File: config.mk
export PLATFORM = sky130hd
export DESIGN_NAME = nmiReqArbiter
export DESIGN_NICKNAME = d
export VERILOG_FILES = /design/src/rtl/nmiArbPkg.sv /design/src/rtl/nmiDatapath.sv /design/src/rtl/nmiControl.sv /design/src/rtl/nmiReqArbiter.sv
export SDC_FILE = /design/constraint.sdc
export NUM_CORES = 1
export LEC_CHECK = 0
export ABC_AREA = 1
export CORE_AREA = 8 8 45 47
export CTS_BUF_LIST = sky130_fd_sc_hd__clkbuf_4 sky130_fd_sc_hd__clkbuf_8
export DETAILED_ROUTE_END_ITERATION = 10
export DIE_AREA = 0 0 53 55
export DONT_BUFFER_PORTS = 1
export PLACE_DENSITY_LB_ADDON = 0.15
export SLEW_MARGIN = 0
export SYNTH_ARGS = -nofsm -noshare
export SYNTH_HDL_FRONTEND = slang
export SYNTH_HIERARCHICAL = 1
export SYNTH_SLANG_ARGS = --single-unit
File: constraint.sdc
create_clock -name clk -period 2.35 [get_ports clk]
set_clock_uncertainty 0.15 [all_clocks]
set_input_delay 0.47 -clock clk [delete_from_list [all_inputs] [get_ports clk]]
set_output_delay 0.47 -clock clk [all_outputs]
set_load 0.05 [all_outputs]
File: src/rtl/nmiArbPkg.sv
package nmiArbPkg;

  typedef enum logic [1:0] {
    EDGE_NONE = 2'b00,
    EDGE_RISE = 2'b01,
    EDGE_FALL = 2'b10,
    EDGE_BOTH = 2'b11
  } edgeMode_e;

  typedef enum logic {
    SRC_PIN = 1'b0,
    SRC_WDT = 1'b1
  } nmiSrc_e;

  localparam logic [1:0] WDT_MODE_NMI = 2'b01;

  typedef struct packed {
    logic clrPin;
    logic clrWdt;
    logic setSvc;
    logic clrSvc;
  } ctlStrobes_t;

endpackage

File: src/rtl/nmiDatapath.sv
module nmiDatapath
  import nmiArbPkg::*;
#(
  parameter int SYNC_STAGES = 2,
  parameter int MODE_W      = 2
) (
  input  logic              clk,
  input  logic              rstN,
  input  logic              pinIn,
  input  logic              wdtOvf,
  input  logic [MODE_W-1:0] wdtMode,
  input  logic [1:0]        edgeSel,
  input  ctlStrobes_t       ctl,
  output logic              pinPend,
  output logic              wdtPend,
  output logic              inService
);

  localparam int LAST = SYNC_STAGES - 1;

  logic [SYNC_STAGES-1:0] syncQ;
  logic prevLvl;
  logic curLvl;
  logic riseEv;
  logic fallEv;
  logic pinEvent;
  logic wdtEvent;
  edgeMode_e edgeMode;

  generate
    if (SYNC_STAGES == 1) begin : gSingle
      always_ff @(posedge clk or negedge rstN) begin
        if (!rstN) syncQ <= '0;
        else       syncQ <= pinIn;
      end
    end else begin : gChain
      always_ff @(posedge clk or negedge rstN) begin
        if (!rstN) syncQ <= '0;
        else       syncQ <= {syncQ[LAST-1:0], pinIn};
      end
    end
  endgenerate

  assign curLvl = syncQ[LAST];

  always_ff @(posedge clk or negedge rstN) begin
    if (!rstN) prevLvl <= 1'b0;
    else       prevLvl <= curLvl;
  end

  assign riseEv   = curLvl & ~prevLvl;
  assign fallEv   = ~curLvl & prevLvl;
  assign edgeMode = edgeMode_e'(edgeSel);

  always_comb begin
    unique case (edgeMode)
      EDGE_RISE: pinEvent = riseEv;
      EDGE_FALL: pinEvent = fallEv;
      EDGE_BOTH: pinEvent = riseEv | fallEv;
      default:   pinEvent = 1'b0;
    endcase
  end

  assign wdtEvent = wdtOvf && (wdtMode == MODE_W'(WDT_MODE_NMI));

  // A fresh event wins over a clear in the same cycle.
  always_ff @(posedge clk or negedge rstN) begin
    if (!rstN) begin
      pinPend   <= 1'b0;
      wdtPend   <= 1'b0;
      inService <= 1'b0;
    end else begin
      pinPend   <= pinEvent | (pinPend & ~ctl.clrPin);
      wdtPend   <= wdtEvent | (wdtPend & ~ctl.clrWdt);
      inService <= ctl.setSvc | (inService & ~ctl.clrSvc);
    end
  end

endmodule

File: src/rtl/nmiControl.sv
module nmiControl
  import nmiArbPkg::*;
(
  input  logic        pinPend,
  input  logic        wdtPend,
  input  logic        inService,
  input  logic        nmiInProg,
  input  logic        cpuAck,
  input  logic        retStrobe,
  output logic        reqValid,
  output logic        reqSrc,
  output ctlStrobes_t ctl
);

  logic presentWdt;
  logic presentPin;
  logic takeIt;

  // Watchdog may pre-empt service only while the in-progress flag is clear.
  assign presentWdt = wdtPend & (~inService | ~nmiInProg);
  // Pin waits for any active service to end.
  assign presentPin = pinPend & ~inService & ~presentWdt;

  assign reqValid = presentWdt | presentPin;
  assign reqSrc   = presentWdt ? SRC_WDT : SRC_PIN;
  assign takeIt   = cpuAck & reqValid;

  always_comb begin
    ctl        = '0;
    ctl.clrWdt = takeIt & presentWdt;
    ctl.clrPin = takeIt & presentPin;
    ctl.setSvc = takeIt;
    ctl.clrSvc = retStrobe;
  end

endmodule

File: src/rtl/nmiReqArbiter.sv
module nmiReqArbiter
  import nmiArbPkg::*;
#(
  parameter int SYNC_STAGES = 2
) (
  input  logic       clk,
  input  logic       rstN,
  input  logic       pinIn,
  input  logic       wdtOvf,
  input  logic [1:0] wdtMode,
  input  logic [1:0] edgeSel,
  input  logic       cpuAck,
  input  logic       retStrobe,
  input  logic       nmiInProg,
  output logic       reqValid,
  output logic       reqSrc
);

  ctlStrobes_t ctl;
  logic pinPend;
  logic wdtPend;
  logic inService;

  nmiDatapath #(.SYNC_STAGES(SYNC_STAGES), .MODE_W(2)) uData (
    .clk(clk), .rstN(rstN), .pinIn(pinIn), .wdtOvf(wdtOvf),
    .wdtMode(wdtMode), .edgeSel(edgeSel), .ctl(ctl),
    .pinPend(pinPend), .wdtPend(wdtPend), .inService(inService)
  );

  nmiControl uCtl (
    .pinPend(pinPend), .wdtPend(wdtPend), .inService(inService),
    .nmiInProg(nmiInProg), .cpuAck(cpuAck), .retStrobe(retStrobe),
    .reqValid(reqValid), .reqSrc(reqSrc), .ctl(ctl)
  );

endmodule

==> results of run 1 <==
power by group through the flow:
stage / combinational (mW) / clock (mW) / sequential [mW]
global placement: 0.144 / 0 / 0.146
finish: 0.146 / 0.0926 / 0.145
global route: 0.161 / 0.105 / 0.149
detailed placement: 0.145 / 0 / 0.147
floorplan: 0.141 / 0 / 0.143
CTS: 0.149 / 0.0966 / 0.146
cell usage after synthesis, drive strengths merged:
cell | number | area (sq um)
nand3b | 1 | 7.51
o21bai | 1 | 7.51
buf | 2 | 15.0
a21oi | 1 | 8.76
o21ai | 1 | 5.00
nor2 | 1 | 3.75
nand2 | 9 | 38.8
dfrtp | 6 | 150
ha | 2 | 25.0
nor3 | 1 | 10.0
inv | 12 | 45.0
nand3 | 2 | 10.0
how the worst max path moves through the flow:
stage,from,endpoint,slack (ns),depth (start not counted)
2_1_floorplan,nmiInProg,reqValid,0.80,3
3_3_place_gp,nmiInProg,reqValid,0.77,3
3_5_place_dp,nmiInProg,reqValid,0.75,3
4_1_cts,uData/inService,reqValid,0.56,3
5_1_grt,uData/inService,reqValid,0.49,3
6_report,uData/inService,reqValid,0.57,3
area by class of cell:
cell class	instances	area [sq um]	share of cell area, %
Inverter	12	45.0	12.4
Multi-Input combinational cell	19	116	32.0
Clock buffer	3	22.5	6.19
Tap cell	16	20.0	5.50
Sequential cell	6	150	41.2
Timing Repair Buffer	1	10.0	2.75
flip-flops by register name, indices dropped and copies added, names as in the netlist:
name,cells
uData/pinPend,1
uData/wdtPend,1
uData/syncQ,2
uData/inService,1
uData/prevLvl,1
worst max-delay path: stages, from the launching register on:
cell and delay, ns:
dfrtp_1 0.38, nand2_1 0.09, nand2_2 0.08, nand2_1 0.36
what timing repair did:
action,in CTS,in global routing
endpoints found under the hold margin,6,0
buffers inserted,0,0
setup endpoints to repair,0,0
hold buffers,1,0
per-stage QoR:
step	instances	setup WS [ns]
2_1_floorplan	39	0.797
3_3_place_gp	53	0.775
3_5_place_dp	53	0.748
4_1_cts	57	0.559
5_1_grt	57	0.489
6_report	57	0.574
layer usage:
metal / vias up / track usage (%) / wire (microns)
li1: 116 / - / -
met1: 103 / 4.91 / 258
met2: 9 / 7.23 / 264
met5: - / 0 / 0
met4: 0 / 3.88 / 6
met3: 2 / 2.94 / 52
cells in the final DEF, fill, tap and decap left out, drive strengths merged:
cell type	instances
ha	2
nand3	2
clkbuf	3
inv	12
dlygate4sd3	1
nor2	1
dfrtp	6
o21bai	1
o21ai	1
nand2	9
nand3b	1
nor3	1
a21oi	1
cell families (layout without fill, tap and decap cells):
family,after synthesis,count (layout)
and+or+nand+nor,14,14
buffers and inverters,14,16
DFF,6,6
AOI/OAI and AO/OA,3,3
adders and majority gates,2,2
==> flow_summary.yaml, run 1 <==
hold_path:
  min_path_cells: 0
  hold_start: "pinIn"
  hp-class: "input port to flip-flop"
  holdPathEnd: "uData/syncQ[0]"
yosys:
  yosys_register_bits: 6
  synth.distinct_cells: 13
  syn_nets: 52
  synthAdderAreaFrac_pct: 7.66
  synth.cell_area_sq_um: 327
  yosys.area_share.simple_pct: 21.5
  syn_avg_cell_area_sq_um: 8.37
  synth_top_family_by_area: "simple AND/OR/NAND/NOR gates"
  muxShareOfSynthArea_pct: 0
  syn_inst: 39
  synth_compound_area_share_pct: 6.51
  synth_xor_area_share_pct: 0
  ys_seq_area_share_pct: 46.0
  yosys_warnings: 6
critical_path:
  critPathArrivalTime_ns: 1.16
  rr_worst_depth: 5
  startpoint_type: "flip-flop"
  endpoint_kind: "output port"
  cp_max_fo: 4
  rrSetupSlack_ns: 1.24
  r2r-start: "uData/syncQ[1]"
  crit_required_ns: 1.73
  path_class: "flip-flop to output port"
  rr_endpoint: "uData/pinPend"
pwr:
  ir_drop_mv: 0.346
  p_leak_nw: 0.203
  clkPwrFrac_pct: 24.2
  power_mw: 0.383
  seqPwrFrac_pct: 37.8
  combPwrFrac_pct: 38.0
  p_sw_mw: 0.164
  swShare_pct: 42.8
  p_int_mw: 0.219
  powerDensity_mw_per_mm2: 1050
global_route:
  antenna_found_initial: 0
  grt_max_degree: 7
  gr-total-overflow: 0
  grt_pass1_wl_microns: 993
  track_usage_pct: 4.88
  grt_pass1_vias: 239
sta:
  fmaxAchievable_mhz: 563
  hold_ws_ns: 0.111
  finalHoldViolCount: 0
  setup_viol: 0
  finalSetupTns_ns: 0
  tightest_slew_ns: 0.464
  grt_setup_unrepaired: "no"
  period_needed_ns: 1.78
  maxSlewHeadroom_pct: 69.0
  final_max_slew_viol_count: 0
  min_period_over_period_pct: 75.6
clock_network:
  cts_root_buffer: "clkbuf_4"
  clk_latency_ns: 0.24
  clk_pin_slew_ns: 0.05
  cts_resized: 0
  numCtsBuffers: 3
  cts_max_path_buffers: 2
  cts.htree.levels: 1
  numClockSinks: 6
  cts_tree: "built"
die:
  num_rows: 14
  fp.dieW_microns: 53
  io_pins: 13
  start_util_pct: 23.6
  die_h_microns: 55
  dieArea_sq_mm: 0.00292
  core_sq_mm: 0.00138
final_layout:
  fill_cells: 149
  fin_nets: 56
  antenna_cells: 0
  area_delta_synth_final_pct: 11.5
  post-route-util_pct: 26.3
  final_area_sq_um: 364
  drive_gt1_share_pct: 17.1
drt:
  wirelength_microns: 582
  vias: 230
  ant_nets: 0
  viasPerCell: 4.04
  drc: 0
  first_pass_iters: 3
  routedWlPerCell_microns: 10.2
  drtIter0Drc: 2
place:
  hpwl_microns: 497
  numPortBuffers: 0
  place_area_sq_um: 332
  place_congestion: 0.727
run_status:
  status: "finished clean"
job:
  maxCapViolCount: 0
Note: power is estimated with default switching activity, not from simulation.
==> inputs of run 2 (changes only) <==
==> constraint.sdc (replaced) <==
create_clock -name clk -period 1.7 [get_ports clk]
set_clock_uncertainty 0.15 [all_clocks]
set_input_delay 0.34 -clock clk [delete_from_list [all_inputs] [get_ports clk]]
set_output_delay 0.34 -clock clk [all_outputs]
set_load 0.05 [all_outputs]
==> flow_summary.yaml, run 2 (same netlist as run 1, synthesis figures left out) <==
die:
  fp.dieW_microns: 53
  die_h_microns: 55
  num_rows: 14
  io_pins: 13
  core_sq_mm: 0.00138
  dieArea_sq_mm: 0.00292
  start_util_pct: 23.6
critical_path:
  crit_required_ns: 1.21
  startpoint_type: "flip-flop"
  r2r-start: "uData/syncQ[1]"
  rr_worst_depth: 5
  crit_chain: "nand2_1, nand2_2, inv_1"
  rrSetupSlack_ns: 0.57
  critPathArrivalTime_ns: 1.11
  cp_max_fo: 4
  endpoint_kind: "output port"
  critPathSlowestCell: "dfrtp_1"
  slowest_delay_ns: 0.38
  setup.worst_path.start: "uData/inService"
  path_class: "flip-flop to output port"
  rr_endpoint: "uData/pinPend"
  crit_end: "reqSrc"
pwr:
  ir_drop_mv: 0.478
  powerDensity_mw_per_mm2: 1440
  power_mw: 0.550
  p_leak_nw: 0.212
final_layout:
  antenna_cells: 0
  drive_gt1_share_pct: 18.6
  fill_cells: 153
  final_area_sq_um: 382
  final_cells: 59
  regMostFlops: "uData/syncQ"
  largest_reg_flops: 2
  regArea_sq_um: 150
  fin_nets: 58
  multi_input_area_sq_um: 116
  area_delta_synth_final_pct: 16.9
  final_cell_mix: "inv_1 (12), nand2_1 (7), dfrtp_1 (6)"
  layout_commonest_cell: "inv_1"
sta:
  setup_viol: 0
  fmaxAchievable_mhz: 625
  finalSetupTns_ns: 0
  hold_ws_ns: 0.0585
  grt_setup_unrepaired: "no"
  finalHoldViolCount: 0
  period_needed_ns: 1.60
  tightest_slew_ns: 0.420
  min_period_over_period_pct: 94.1
  maxSlewHeadroom_pct: 72.0
  final_max_slew_viol_count: 0
global_route:
  track_usage_pct: 5.27
  grt_max_degree: 7
  gr-total-overflow: 0
  grt_pass1_wl_mm: 1.13
  antenna_found_initial: 0
  grt_pass1_vias: 283
clock_network:
  cts_setup_buffers: 0
  cts_root_buffer: "clkbuf_4"
  numClockSinks: 6
  clk_pin_slew_ns: 0.04
  cts_tree: "built"
  clk_latency_ns: 0.24
  cts.htree.levels: 1
  numCtsBuffers: 3
  cts_max_path_buffers: 2
drt:
  routedWlPerCell_microns: 9.69
  ant_nets: 0
  drtIter0Drc: 0
  vias: 231
  viasPerCell: 3.92
  first_pass_iters: 1
  wirelength_microns: 572
  drc: 0
place:
  numPortBuffers: 0
  place_congestion: 0.717
  hpwl_microns: 508
  place_area_sq_um: 339
  dpl.cell_count: 54
hold_path:
  hp-class: "input port to flip-flop"
run_status:
  status: "finished clean"
job:
  maxCapViolCount: 0
-- run 2: changes by cell type in the layout (fill, tap and decap cells not counted), sizes merged --
cell	change
buf	+1
dlygate4sd3	+1
-- run 2: layout make-up --
class                   count  share of cell area [%]
clock buffers               3                    5.90
inverters                  12                    11.8
multi-input cells          19                    30.5
well taps                  16                    5.25
flip-flops and latches      6                    39.3
repair buffers              3                    7.21
-- run 2: worst min-delay path by stage --
stage	start	end	slack (ns)	depth (start not counted)
after floorplan	rstN	uData/inService	-0.11	0
after global placement	rstN	uData/syncQ[0]	-0.11	0
after detailed placement	rstN	uData/syncQ[0]	-0.11	0
after CTS	retStrobe	uData/inService	0.06	1
after global routing	retStrobe	uData/inService	0.05	1
final	retStrobe	uData/inService	0.06	1
-- run 2: power breakdown --
part           internal (mW)  total (mW)  switching (mW)  leakage, nW
Combinational         0.0666       0.225           0.159        0.129
Clock                 0.0794       0.124          0.0448       0.0138
Sequential             0.175       0.201          0.0252       0.0688
-- run 2: metal layers --
layer	vias to the layer above	track usage, %	wire length, microns
met4	0	3.88	0
met2	8	8.20	265
li1	121	-	-
met1	102	5.54	248
met5	-	0	0
met3	0	2.41	57
-- run 2: repair_timing --
item,in CTS,in global routing
hold buffers,2,0
gates resized for setup,0,0
endpoints found under the setup margin,0,0
hold endpoints to repair,7,0
-- run 2: metrics by stage --
| step | setup slack [ns] | util [%] |
|---|---|---|
| 3_5_place_dp | 0.335 | 24.5 |
| 3_3_place_gp | 0.363 | 24.5 |
| 2_1_floorplan | 0.358 | - |
| 4_1_cts | 0.0762 | 27.6 |
| 6_report | 0.101 | 27.6 |
| 5_1_grt | 0.0262 | 27.6 |
-- run 2: critical path, delay by kind of cell (launching register included) --
| family | cells | cell delay, ns |
|---|---|---|
| buffers and inverters | 1 | 0.33 |
| DFF | 1 | 0.38 |
| and+or+nand+nor | 2 | 0.16 |
==> inputs of run 3 (changes only) <==
==> constraint.sdc (replaced) <==
create_clock -name clk -period 1.93 [get_ports clk]
set_clock_uncertainty 0.15 [all_clocks]
set_input_delay 0.386 -clock clk [delete_from_list [all_inputs] [get_ports clk]]
set_output_delay 0.386 -clock clk [all_outputs]
set_load 0.05 [all_outputs]
==> flow_summary.yaml, run 3 (same netlist as run 1, synthesis figures left out) <==
die:
  core_sq_mm: 0.00138
  start_util_pct: 23.6
  io_pins: 13
  num_rows: 14
  die_h_microns: 55
  dieArea_sq_mm: 0.00292
  fp.dieW_microns: 53
critical_path:
  startpoint_type: "flip-flop"
  setup.worst_path.start: "uData/inService"
  crit_top_cell: "nand2_1"
  critPathSlowestCell: "dfrtp_1"
  cp_num_cells: 3
  endpoint_kind: "output port"
  cp_max_fo: 4
  crit_chain: "nand2_1, nand2_2, nand2_1"
  r2r-start: "uData/inService"
  rrSetupSlack_ns: 0.79
  crit_end: "reqValid"
  path_buf_inv: 0
  rr_worst_depth: 8
  crit_family: "simple AND/OR/NAND/NOR gates"
  crit_required_ns: 1.39
  slowest_delay_ns: 0.39
  rr_endpoint: "uData/pinPend"
  critPathArrivalTime_ns: 1.15
  path_class: "flip-flop to output port"
hold_path:
  hp-class: "input port to flip-flop"
clock_network:
  cts_max_path_buffers: 2
  numClockSinks: 6
  numCtsBuffers: 3
  clk_pin_slew_ns: 0.04
  clk_latency_ns: 0.24
  cts.htree.levels: 1
  cts_setup_buffers: 0
  cts_resized: 0
  cts_root_buffer: "clkbuf_4"
  holdBufCountCts: 1
  cts_tree: "built"
sta:
  fmaxAchievable_mhz: 594
  grt_setup_unrepaired: "no"
  finalSetupTns_ns: 0
  period_needed_ns: 1.68
  tightest_slew_ns: 0.466
  maxSlewHeadroom_pct: 68.8
  min_period_over_period_pct: 87.2
  final_max_slew_viol_count: 0
  setup_slack_ns: 0.246
  finalHoldViolCount: 0
  setup_viol: 0
pwr:
  p_leak_nw: 0.207
  seqPwrFrac_pct: 38.1
  ir_drop_mv: 0.490
  p_int_mw: 0.268
  clkPwrFrac_pct: 23.6
  p_sw_mw: 0.198
  combPwrFrac_pct: 38.3
  powerDensity_mw_per_mm2: 1250
  swShare_pct: 42.5
global_route:
  grt_pass1_wl_mm: 1.06
  grt_pass1_vias: 238
  track_usage_pct: 5.16
  antenna_found_initial: 0
  gr-total-overflow: 0
  grt_max_degree: 7
job:
  maxCapViolCount: 0
final_layout:
  fill_cells: 149
  antenna_cells: 0
  fin_nets: 57
  largest_reg_flops: 2
  layout_commonest_cell: "inv_1"
  drive_gt1_share_pct: 16.7
  final_cell_mix: "inv_1 (12), nand2_1 (7), dfrtp_1 (6)"
  regMostFlops: "uData/syncQ"
  area_delta_synth_final_pct: 14.6
drt:
  vias: 224
  ant_nets: 0
  routedWlPerCell_microns: 9.60
  drc: 0
  drtIter0Drc: 2
  first_pass_iters: 2
  wirelength_microns: 557
  viasPerCell: 3.86
place:
  place_ws_ns: 0.488
  hpwl_microns: 474
  place_congestion: 0.739
  numPortBuffers: 0
run_status:
  status: "finished clean"
-- run 3: routing by layer --
layer  up-vias  track usage [%]  wire (microns)
met5         -                0               0
met4         0             5.17               0
met3         0             2.94              55
met2         8             6.45             238
met1        97             5.86             262
li1        119                -               -
-- run 3: layout make-up --
type	count	area, sq um	area share (%)
well taps	16	20.0	5.35
repair buffers	2	20.0	5.35
clock buffers	3	22.5	6.02
multi-input cells	19	116	31.1
inverters	12	45.0	12.0
flip-flops and latches	6	150	40.1
-- run 3: per-stage QoR --
stage	cells	util [%]	total power, mW	cell area, sq um	hold WS [ns]
2_1_floorplan	39	-	0.346	327	-0.0596
3_3_place_gp	53	24.0	0.352	332	-0.0594
3_5_place_dp	53	24.0	0.356	332	-0.0594
4_1_cts	57	26.3	0.476	364	0.0129
5_1_grt	58	27.0	0.518	374	0.0736
6_report	58	27.0	0.466	374	0.0980
-- run 3: how the worst min path moves through the flow --
| stage | start | endpoint | slack, ns | depth (start not counted) |
|---|---|---|---|---|
| 2_1_floorplan | rstN | uData/inService | -0.06 | 0 |
| 3_3_place_gp | rstN | uData/syncQ[0] | -0.06 | 0 |
| 3_5_place_dp | rstN | uData/syncQ[0] | -0.06 | 0 |
| 4_1_cts | pinIn | uData/syncQ[0] | 0.01 | 0 |
| 5_1_grt | retStrobe | uData/inService | 0.07 | 1 |
| 6_report | retStrobe | uData/inService | 0.1 | 1 |
-- run 3: power by group through the flow --
stage	combinational, mW	sequential, mW	clock [mW]
global route	0.201	0.183	0.134
global placement	0.175	0.177	0
detailed placement	0.176	0.180	0
finish	0.178	0.177	0.110
floorplan	0.171	0.174	0
CTS	0.180	0.178	0.118
